<file path="config.mk">
export PLATFORM = sky130hd
export DESIGN_NAME = elemwise_engine
export DESIGN_NICKNAME = d
export VERILOG_FILES = /design/src/rtl/elemwise_engine.sv
export SDC_FILE = /design/constraint.sdc
export NUM_CORES = 1
export LEC_CHECK = 0
export BUFFER_PORTS_ARGS = -buffer_cell sky130_fd_sc_hd__buf_2
export CAP_MARGIN = 40
export CELL_PAD_IN_SITES_DETAIL_PLACEMENT = 1
export CELL_PAD_IN_SITES_GLOBAL_PLACEMENT = 1
export CORE_UTILIZATION = 45
export CTS_BUF_LIST = sky130_fd_sc_hd__clkbuf_2
export CTS_CLUSTER_SIZE = 24
export DETAILED_ROUTE_END_ITERATION = 7
export PLACE_DENSITY_LB_ADDON = 0.15
export SETUP_SLACK_MARGIN = 0.3
export SYNTH_ARGS = -nofsm -noshare
export SYNTH_HDL_FRONTEND = slang
export SYNTH_SLANG_ARGS = --single-unit
</file>
<file path="constraint.sdc">
create_clock -name clk -period 5 [get_ports clk]
set_clock_uncertainty 0.2 [all_clocks]
set_input_delay 0.5 -clock clk [delete_from_list [all_inputs] [get_ports clk]]
set_output_delay 0.5 -clock clk [all_outputs]
set_load 0.02 [all_outputs]
</file>
<file path="src/rtl/elemwise_engine.sv">
module elemwise_engine #(
  parameter int  DATA_W  = 32,
  parameter int  ADDR_W  = 5,
  parameter bit  USE_MUL = 1'b0
) (
  input  logic              clk,
  input  logic              rst_n,
  input  logic [ADDR_W-1:0] ctl_awaddr,
  input  logic              ctl_awvalid,
  output logic              ctl_awready,
  input  logic [31:0]       ctl_wdata,
  input  logic              ctl_wvalid,
  output logic              ctl_wready,
  output logic [1:0]        ctl_bresp,
  output logic              ctl_bvalid,
  input  logic              ctl_bready,
  input  logic [ADDR_W-1:0] ctl_araddr,
  input  logic              ctl_arvalid,
  output logic              ctl_arready,
  output logic [31:0]       ctl_rdata,
  output logic [1:0]        ctl_rresp,
  output logic              ctl_rvalid,
  input  logic              ctl_rready,
  input  logic [DATA_W-1:0] a_tdata,
  input  logic              a_tvalid,
  output logic              a_tready,
  input  logic [DATA_W-1:0] b_tdata,
  input  logic              b_tvalid,
  output logic              b_tready,
  output logic [DATA_W-1:0] c_tdata,
  output logic              c_tvalid,
  input  logic              c_tready,
  output logic              c_tlast
);
  localparam logic [ADDR_W-1:0] CTRL_OFS = '0;
  localparam logic [ADDR_W-1:0] LEN_OFS  = ADDR_W'(16);

  logic        busy, done;
  logic [31:0] len_reg, run_len, issued;
  logic        wr_go, rd_go, start_hit, pend, in_adv, out_adv, accept, last_in;

  assign wr_go       = ctl_awvalid && ctl_wvalid && !ctl_bvalid;
  assign ctl_awready = wr_go;
  assign ctl_wready  = wr_go;
  assign ctl_bresp   = 2'b00;
  assign rd_go       = ctl_arvalid && !ctl_rvalid;
  assign ctl_arready = rd_go;
  assign ctl_rresp   = 2'b00;
  assign start_hit   = wr_go && (ctl_awaddr == CTRL_OFS) && ctl_wdata[0] && !busy;

  assign pend     = issued != run_len;
  assign out_adv  = !c_tvalid || c_tready;
  assign a_tready = busy && pend && b_tvalid && in_adv;
  assign b_tready = busy && pend && a_tvalid && in_adv;
  assign accept   = busy && pend && a_tvalid && b_tvalid && in_adv;
  assign last_in  = issued == run_len - 32'd1;

  always_ff @(posedge clk) begin
    if (!rst_n) begin
      ctl_bvalid <= 1'b0;
      len_reg    <= '0;
    end else begin
      if (wr_go) ctl_bvalid <= 1'b1;
      else if (ctl_bready) ctl_bvalid <= 1'b0;
      if (wr_go && ctl_awaddr == LEN_OFS) len_reg <= ctl_wdata;
    end
  end

  always_ff @(posedge clk) begin
    if (!rst_n) begin
      ctl_rvalid <= 1'b0;
      ctl_rdata  <= '0;
    end else if (rd_go) begin
      ctl_rvalid <= 1'b1;
      if (ctl_araddr == LEN_OFS)       ctl_rdata <= len_reg;
      else if (ctl_araddr == CTRL_OFS) ctl_rdata <= {29'd0, !busy, done, busy};
      else                             ctl_rdata <= '0;
    end else if (ctl_rready) begin
      ctl_rvalid <= 1'b0;
    end
  end

  always_ff @(posedge clk) begin
    if (!rst_n) begin
      busy    <= 1'b0;
      done    <= 1'b0;
      run_len <= '0;
      issued  <= '0;
    end else if (start_hit) begin
      run_len <= len_reg;
      issued  <= '0;
      busy    <= len_reg != 32'd0;
      done    <= len_reg == 32'd0;
    end else begin
      if (accept) issued <= issued + 32'd1;
      if (c_tvalid && c_tready && c_tlast) begin
        busy <= 1'b0;
        done <= 1'b1;
      end
    end
  end

  generate
    if (USE_MUL) begin : g_mul
      logic              v1, l1;
      logic [DATA_W-1:0] a1, b1;
      assign in_adv = !v1 || out_adv;
      always_ff @(posedge clk) begin
        if (!rst_n) begin
          v1 <= 1'b0;
          l1 <= 1'b0;
          a1 <= '0;
          b1 <= '0;
        end else if (in_adv) begin
          v1 <= accept;
          l1 <= last_in;
          a1 <= a_tdata;
          b1 <= b_tdata;
        end
      end
      always_ff @(posedge clk) begin
        if (!rst_n) begin
          c_tvalid <= 1'b0;
          c_tlast  <= 1'b0;
          c_tdata  <= '0;
        end else if (out_adv) begin
          c_tvalid <= v1;
          c_tlast  <= l1;
          c_tdata  <= a1 * b1;
        end
      end
    end else begin : g_add
      assign in_adv = out_adv;
      always_ff @(posedge clk) begin
        if (!rst_n) begin
          c_tvalid <= 1'b0;
          c_tlast  <= 1'b0;
          c_tdata  <= '0;
        end else if (out_adv) begin
          c_tvalid <= accept;
          c_tlast  <= last_in;
          c_tdata  <= a_tdata + b_tdata;
        end
      end
    end
  endgenerate
endmodule


</file>
==> summary.md, run 1 <==
| Metric | Value |
|---|---|
| Status | complete, no violations |
| Logic pwr share | 0.181 |
| Syn. warnings | 0 |
| Final setup vio count | 0 |
| Worst-path maximum fanout | 7 |
| Vias in the first global route | 9,432 |
| GR Util All Layers | 0.304 |
| CP cell instances | xor2_1 -> or4b_1 -> nor4_1 -> a21oi_1 -> and2_1 -> buf_2 |
| Final Non-Filler Cells | 1,646 |
| CTS tree | yes |
| GP Congestion | 0.964 |
| Leakage | 4.77 nW |
| DPL Wire Length | 21.3 mm |
| Die width | 145 µm |
| Slew margin rel. | 0.419 |
| Gate Count Post-Synth | 1,128 |
| Reg clk slew, reported paths | 0.32 ns |
| Clock share of power | 0.293 |
| Initial core utilization | 0.465 |
| Number of buffers created by CTS | 17 |
| Via density | 5.60 |
| Worst skew pair latency | 0.80 ns |
| Arrival @ worst endpoint | 3.20 ns |
| Period utilization | 0.781 |
| Max frequency | 0.256 GHz |
| Synth Register Bits | 166 |
| RSZ-0062 raised after global routing | false |
| Cell taking the most area after synthesis | dfxtp_1 |
| Min setup slack post-route | 1.10 ns |
| CTS Buffer Depth | 2 |
| Post-CTS sizing | 0 |
| Routed WL | 31.1 mm |
| Share of the synthesized area in the top cell type | 0.362 |
| VDD IR max | 0.121 mV |
| Synth async-reset ratio | 0 |
| Antenna-violating nets left | 0 |
| Mapped Area | 9170 µm² |
| Sw Pwr | 881 µW |
| Primary FF master, synth | dfxtp_1 |
| Critical Path Max Stage Delay | 0.57 ns |
| P per Cell Area | 231 nW/µm² |
| Fin nets | 1,517 |
| Dpl cells | 1,528 |
| Worst Tran Pin Value | 0.872 ns |
| Critical path class | register to primary output |
| Root Buffer | clkbuf_2 |
| Via count | 9,217 |
| Hold Crit Class | input pin to register |
| # DRC | 0 |
| Number of flops mapped to enable cells by yosys | 0 |
| Top cells by area, synth | dfxtp_1 36%, nand2_1 8.1%, xnor2_1 6.1%, a21boi_0 6.1%, ha_1 4.5% |
| Reg power frac | 0.526 |
| Clock sinks | 166 |
| Post-Place Worst Slack | 1.41 ns |
| Core Rows | 51 |
| Worst path slowest cell | nor4_1 |
| Distinct cells, synth | 71 |
| Cell Int Power | 1.76 mW |
| 1st-pass router iterations | 6 |
| First-pass GRT wire length | 48.8 mm |
| Port-buffer cells | 188 |
| Core area | 19,700 µm² |
| Max_cap viols | 0 |
| DR WL/cell | 18.9 µm |
| CTS Hold Buffers Added | 85 |
| Sequential area share after synthesis | 0.362 |
| Setup TNS | 0 ns |
| Antenna violations before repair | 1 |
| Sw Ratio | 0.334 |
| Initial DRC count | 398 |
| Worst setup EP type | primary output |
| Critical Path Start Type | register |
| Final hold violation count | 0 |
| # Post-CTS Setup Buffers | 0 |
| Fin crit period | 3.90 ns |
| Fillers | 2,409 |
| Die Span Y | 145 µm |
| Fin. max-slew vios | 0 |
| GR Overflow Total | 0 |
| Area Growth Syn to Fin | 24.5% |
| Top Ports | 193 |
| Layout cells sized above 1 | 0.178 |
| Largest net degree at the start of global routing | 74 |
| Depth of the CTS H-tree | 4 |
| Die area | 20,900 µm² |
| Worst EP required | 4.30 ns |
| Syn_area_per_cell | 8.13 µm² |
| Total power | 2.64 mW |
==> routing by layer <==
| layer | track usage | vias up | part of all wire |
|---|---|---|---|
| met1 | 0.358 | 4513 | 0.42 |
| met3 | 0.0721 | 48 | 0.054 |
| met2 | 0.540 | 244 | 0.51 |
| li1 | - | 4412 | - |
| met5 | 0 | - | 0 |
| met4 | 0.101 | 0 | 0.022 |
==> worst max-delay path, delay by kind of cell (launching register included) <==
family	cells	cell delay, ns
DFF	1	0.56
AOI/OAI and AO/OA	1	0.19
and+or+nand+nor	3	1.33
xor gates and xnor gates	1	0.18
buffers and inverters	1	0.16
==> power by group through the flow <==
stage	Clock, mW	Combinational [mW]	Sequential [mW]
after floorplan	0	0.237	1.45
after global placement	0	0.417	1.41
after detailed placement	0	0.429	1.41
after CTS	0.789	0.472	1.39
after global routing	0.838	0.523	1.39
final	0.773	0.478	1.39
==> layout by cell type (no fill, tap or decap), types with 17 or more instances in the layout <==
cell type / synthesis / routed
o21ai_0: 44 / 44
dfxtp_1: 166 / 166
ha_1: 33 / 33
xnor2_1: 64 / 64
nor4_1: 20 / 20
nand3_1: 30 / 30
nor2_1: 54 / 53
nand2_1: 199 / 199
a22oi_1: 29 / 29
buf_2: 7 / 187
nand4_1: 25 / 25
a21boi_0: 74 / 74
inv_1: 23 / 23
a21oi_1: 42 / 42
xor2_1: 36 / 36
clkbuf_2: 3 / 17
nor3_1: 27 / 27
nor2b_1: 39 / 38
dlygate4sd3_1: 0 / 85
==> metrics by stage <==
stage	util	area (µm²)	hold WS, ns
finish	0.579	11400	0.0545
global route	0.579	11400	0.0224
CTS	0.579	11400	0.00131
detailed placement	0.522	10300	0.257
global placement	0.519	10200	0.247
floorplan	-	9180	0.257
==> cell usage after synthesis (all sizes together), types with 33 or more instances <==
cell and count:
nor2 57, nand2 199, nor2b 39, a21oi 42, o21ai 45, xor2 36, ha 33, dfxtp 166
a21boi 74, xnor2 64, clkbuf 49
==> cell families after synthesis <==
kind of cell / after synthesis / share of synthesized area
xor gates and xnor gates: 100 / 0.0955
and+or+nand+nor: 477 / 0.259
AOI/OAI and AO/OA: 256 / 0.189
DFF: 166 / 0.362
other: 1 / 0.000409
buffers and inverters: 88 / 0.0399
adders and majority gates: 34 / 0.0472
muxes: 6 / 0.00655
==> worst paths after layout <==
| check | from | endpoint | slack (ns) | cells past startpoint |
|---|---|---|---|---|
| max | run_len[13] | a_tready | 1.10 | 6 |
| max reg2reg | run_len[13] | issued[29] | 1.66 | 9 |
| min | b_tdata[6] | c_tdata[6] | 0.05 | 5 |
| min reg2reg | len_reg[13] | run_len[13] | 0.28 | 2 |
==> area by class of cell <==
cell class	count	area, µm²	share of cell area
sequential	166	3320	0.291
multi-input combinational	877	5500	0.482
clock inverter	15	176	0.0155
inverter	23	86.3	0.00757
clock buffer	17	85.1	0.00746
timing repair buffer	282	1910	0.167
antenna	1	2.50	0.000219
tap	265	332	0.0291
Note: power is estimated with default switching activity, not from simulation.
==> run 2: changes to the inputs <==
CORE_UTILIZATION = 38   (was 45)
clock period = 3.23 ns   (was 5 ns; I/O delays follow)
==> run 2 against run 1 <==
Critical path depth increased by 1. Cell area grew 15%. Sequential share of layout area decreased by 3.6 points. Largest power group unchanged.
==> summary.md, run 2 (synthesized netlist as in run 1, its figures left out) <==
| Metric | Value |
|---|---|
| P per Cell Area | 330 nW/µm² |
| Worst setup EP type | primary output |
| Die Span Y | 157 µm |
| Worst path slowest cell | or4b_4 |
| Die area | 24,700 µm² |
| R2R depth | 9 |
| GR Util All Layers | 0.288 |
| Fillers | 2,885 |
| DR WL/cell | 18.9 µm |
| Antenna-violating nets left | 0 |
| Fin crit period | 3.15 ns |
| Clock sinks | 166 |
| Top Ports | 193 |
| Max_cap viols | 0 |
| 1st-pass router iterations | 4 |
| CP top delay family | simple AND/OR/NAND/NOR gates |
| Leakage | 5.41 nW |
| VDD IR max | 0.256 mV |
| Via density | 5.32 |
| Worst Tran Pin Value | 0.886 ns |
| Root Buffer | clkbuf_2 |
| Status | complete, no violations |
| Hold Crit Class | input pin to register |
| Die width | 157 µm |
| Initial DRC count | 431 |
| Clock share of power | 0.296 |
| Routed WL | 35.0 mm |
| Fin. max-slew vios | 0 |
| Min-Delay Startpoint | b_tdata[13] |
| Port-buffer cells | 188 |
| Crit path depth | 7 |
| Fin nets | 1,664 |
| Initial core utilization | 0.389 |
| Antenna violations before repair | 1 |
| Number of buffers created by CTS | 17 |
| Vias in the first global route | 10,400 |
| Worst-path maximum fanout | 3 |
| Reg clk slew, reported paths | 0.34 ns |
| Reg power frac | 0.495 |
| Via count | 9,822 |
| R2r startpoint | run_len[28] |
| Sw Ratio | 0.329 |
| Largest net degree at the start of global routing | 85 |
| Final instance area | 13,100 µm² |
| Sw Pwr | 1.43 mW |
| Setup TNS | 0 ns |
| CTS tree | yes |
| Crit Reg-Reg Endpoint | issued[8] |
| Area after DPL | 10,700 µm² |
| CP cell instances | xor2_2 -> or4b_4 -> nor4_4 -> buf_4 -> a21oi_2 -> and2_1 -> buf_6 |
| GP Congestion | 0.916 |
| Critical path class | register to primary output |
| Max frequency | 0.318 GHz |
| Ant. Diodes | 0 |
| Cell Int Power | 2.91 mW |
| Area Growth Syn to Fin | 43.4% |
| R2r setup slk | 0.40 ns |
| First-pass GRT wire length | 55.5 mm |
| Hold Path Sink | c_tdata[13] |
| Core area | 23,500 µm² |
| Slew margin rel. | 0.404 |
| Core Rows | 56 |
| CTS Buffer Depth | 2 |
| GR Overflow Total | 0 |
| Critical Path Max Stage Delay | 0.57 ns |
| Critical Path Start Type | register |
| Final hold violation count | 0 |
| WP buf/inv | 2 |
| Depth of the CTS H-tree | 4 |
| Worst skew pair latency | 0.79 ns |
| Most frequent cells in the layout | 199 x nand2_1, 185 x buf_2, 180 x dlygate4sd3_1, 143 x dfxtp_1, 73 x a21boi_0 |
| Logic pwr share | 0.209 |
| Hold path cells | 5 |
| Worst EP required | 2.71 ns |
| # DRC | 0 |
| Layout cells sized above 1 | 0.238 |
| RSZ-0062 raised after global routing | true |
| Total power | 4.34 mW |
| DPL Wire Length | 22.8 mm |
| Arrival @ worst endpoint | 2.62 ns |
| Final setup vio count | 0 |
| Critical Path Source | run_len[13] |
| Period utilization | 0.974 |
| Commonest non-fill, non-tap cell in the layout | nand2_1 |
==> run 2: cell types whose count changed in the layout (fill, tap and decap cells not counted), moves of 6 or more <==
cell and change:
dlygate4sd3_1 +95, buf_4 +50, dfxtp_1 -23, dfxtp_2 +21
xnor2_1 -7, nor3_1 -6, nor3_2 +6, xnor2_2 +6
==> run 2: repair_timing <==
action	4_1_cts	5_1_grt
buffers inserted	3	2
setup endpoints to repair	27	67
resized for setup	31	58
pin swaps	6	7
endpoints found under the hold margin	129	10
hold buffers	180	2
cloned	0	0
==> run 2: power groups by stage <==
stage / clock (mW) / sequential [mW] / combinational, mW
CTS: 1.32 / 2.15 / 0.858
global placement: 0 / 2.18 / 0.666
detailed placement: 0 / 2.18 / 0.678
finish: 1.29 / 2.15 / 0.906
floorplan: 0 / 2.25 / 0.366
global route: 1.41 / 2.16 / 0.981
==> run 2: worst max-delay path by stage <==
stage	end	slack, ns
floorplan	c_tdata[28]	0.39
global placement	c_tdata[28]	-0.04
detailed placement	c_tdata[28]	-0.13
CTS	b_tready	-0.03
global route	a_tready	-0.11
finish	a_tready	0.08
==> run 2: layer usage <==
metal	vias to the layer above	track usage	routed length, µm
met3	53	0.0578	1700
met5	-	0	10
met4	2	0.0707	570
met2	220	0.505	17400
met1	4838	0.358	15300
li1	4709	-	-
==> run 2: metrics by stage <==
stage	setup slack [ns]	hold WS (ns)	util	instances
floorplan	0.389	0.257	-	1131
global placement	-0.0382	0.249	0.453	1628
detailed placement	-0.127	0.257	0.453	1628
CTS	-0.0340	0.00769	0.548	1843
global route	-0.106	0.0204	0.559	1846
finish	0.0841	0.0590	0.559	1846
==> run 2: layout make-up <==
| cell class | count | area, µm² | area share |
|---|---|---|---|
| multi-input cells | 877 | 5770 | 0.439 |
| flip-flops and latches | 166 | 3360 | 0.255 |
| repair buffers | 429 | 3250 | 0.247 |
| well taps | 319 | 399 | 0.0304 |
| clock inverters | 15 | 203 | 0.0154 |
| inverters | 23 | 86.3 | 0.00657 |
| clock buffers | 17 | 85.1 | 0.00647 |
==> run 2: worst register-to-register path: cells and delay by family, from the launching register on <==
family,cells,cell delay (ns)
xor gates and xnor gates,1,0.26
AOI/OAI and AO/OA,2,0.60
buffers and inverters,2,0.34
and+or+nand+nor,4,0.89
DFF,1,0.50
==> run 3: changes to the inputs <==
CORE_ASPECT_RATIO = 1.4   (was unset)
==> run 3 against run 2 <==
Die area is essentially flat. Worst setup slack improved by 0.038 ns. Cell area barely moved. Register-to-register slack worse by 0.09 ns. Final cell count fell by 0.65%. Flip-flop and latch count stayed put. Clock power up 7%. Sequential share of layout area down 0.10 points.
==> summary.md, run 3 (synthesized netlist as in run 1, its figures left out) <==
| Metric | Value |
|---|---|
| Largest net degree at the start of global routing | 89 |
| Post-Place Worst Slack | -0.273 ns |
| Min-Delay Startpoint | b_tdata[13] |
| Final setup vio count | 0 |
| R2r startpoint | run_len[1] |
| Hold Path Sink | c_tdata[13] |
| Min setup slack post-route | 0.123 ns |
| Status | complete, no violations |
| Antenna-violating nets left | 0 |
| Fin nets | 1,663 |
| Via count | 10,100 |
| Critical Path Start Type | input pin |
| DR WL/cell | 20.2 µm |
| Worst-path maximum fanout | 6 |
| Slew margin rel. | 0.491 |
| Commonest non-fill, non-tap cell in the layout | nand2_1 |
| GP Congestion | 0.983 |
| CTS Buffer Depth | 2 |
| Depth of the CTS H-tree | 4 |
| Final hold slack | 0.150 ns |
| Initial DRC count | 500 |
| Antenna violations before repair | 2 |
| Layout cells sized above 1 | 0.229 |
| Core area | 23,500 µm² |
| Vias in the first global route | 10,700 |
| Root Buffer | clkbuf_2 |
| P per Cell Area | 341 nW/µm² |
| Arrival @ worst endpoint | 3.58 ns |
| First-pass GRT wire length | 55.5 mm |
| Area Growth Syn to Fin | 43.5% |
| Fin. max-slew vios | 0 |
| Via density | 5.49 |
| Hold Crit Class | input pin to register |
| Port-buffer cells | 188 |
| Top Ports | 193 |
| CTS tree | yes |
| Most frequent cells in the layout | 199 x nand2_1, 186 x buf_2, 181 x dlygate4sd3_1, 154 x dfxtp_1, 73 x a21boi_0 |
| GR Util All Layers | 0.287 |
| Worst EP required | 3.70 ns |
| Period utilization | 0.962 |
| RSZ-0062 raised after global routing | true |
| VDD IR max | 0.203 mV |
| Fillers | 2,840 |
| Worst skew pair latency | 0.78 ns |
| GR Overflow Total | 0 |
| Die area | 24,800 µm² |
| Routed WL | 37.1 mm |
| Final Non-Filler Cells | 1,834 |
| Max_cap viols | 0 |
| Clock sinks | 166 |
| Number of buffers created by CTS | 17 |
| Final hold violation count | 0 |
| R2R depth | 9 |
| Dpl cells | 1,601 |
| Die Span Y | 186 µm |
| Initial core utilization | 0.391 |
| Hold path cells | 5 |
| Crit Reg-Reg Endpoint | c_tlast |
| Fin crit period | 3.11 ns |
| Core Rows | 66 |
| Reg clk slew, reported paths | 0.26 ns |
| # DRC | 0 |
| Die width | 133 µm |
| Worst setup EP type | register |
| Leakage | 5.37 nW |
| Critical path class | input pin to register |
| Max frequency | 0.322 GHz |
| R2r setup slk | 0.31 ns |
| Worst Tran Pin Value | 0.764 ns |
| 1st-pass router iterations | 5 |
| DPL Wire Length | 22.3 mm |
## run 3: changes by cell type in the layout (fill, tap and decap cells not counted), sizes merged
cell and delta:
inv -7, clkinvlp +3, bufinv +4, buf -2, clkinv -1, clkbuf +1
dlygate4sd3 +1, diode +2
## run 3: worst max path at each step
| stage | slack [ns] | startpoint | cells after the start | end |
|---|---|---|---|---|
| 3_5_place_dp | -0.27 | a_tdata[0] | 14 | c_tdata[28] |
| 4_1_cts | 0.03 | run_len[0] | 7 | b_tready |
| 5_1_grt | 0.06 | run_len[25] | 6 | a_tready |
| 6_report | 0.12 | b_tdata[9] | 12 | c_tdata[29] |
| 2_1_floorplan | 0.39 | a_tdata[0] | 12 | c_tdata[28] |
| 3_3_place_gp | -0.18 | a_tdata[0] | 14 | c_tdata[28] |
## run 3: through the flow
step           power, mW  setup TNS [ns]  utilization  cell area (µm²)
6_report            4.49               0        0.561            13200
5_1_grt             4.65               0        0.561            13200
4_1_cts             4.42               0        0.544            12800
3_5_place_dp        2.87          -0.902        0.450            10600
3_3_place_gp        2.86          -0.358        0.450            10600
2_1_floorplan       2.61               0            -             9180
## run 3: area by class of cell
cell class | count | area [µm²] | share of cell area
multi-input combinational | 877 | 5800 | 0.441
sequential | 166 | 3350 | 0.254
timing repair buffer | 428 | 3240 | 0.246
tap | 306 | 383 | 0.0291
clock inverter | 14 | 205 | 0.0156
clock buffer | 18 | 90.1 | 0.00685
inverter | 23 | 86.3 | 0.00656
antenna | 2 | 5.00 | 0.000380
## run 3: metal layers
layer,up-vias,GRT usage,share of wire
li1,4700,-,-
met1,4934,0.296,0.38
met2,320,0.549,0.54
met3,113,0.0526,0.042
met4,0,0.144,0.044
met5,-,0,0
## run 3: report_power, final
group,internal (mW),switching [mW]
clock network,0.582,0.794
registers,2.11,0.0353
logic,0.460,0.506
## run 3: critical path: stages
cell and delay, ns:
dlygate4sd3_1 0.55, buf_2 0.13, ha_1 0.39, and3_1 0.22, nand4_1 0.30, a21oi_2 0.37
o31ai_2 0.14, a21oi_1 0.27, a31oi_1 0.16, nand4_1 0.11, dlygate4sd3_1 0.55, nand3_1 0.06
## run 3: timing repair
| action | 4_1_cts | 5_1_grt |
|---|---|---|
| hold buffers | 181 | 3 |
| pin swaps | 9 | 13 |
| endpoints found under the hold margin | 149 | 4 |
| resized for setup | 20 | 57 |
| buffers inserted | 2 | 15 |
| setup endpoints to repair | 3 | 57 |
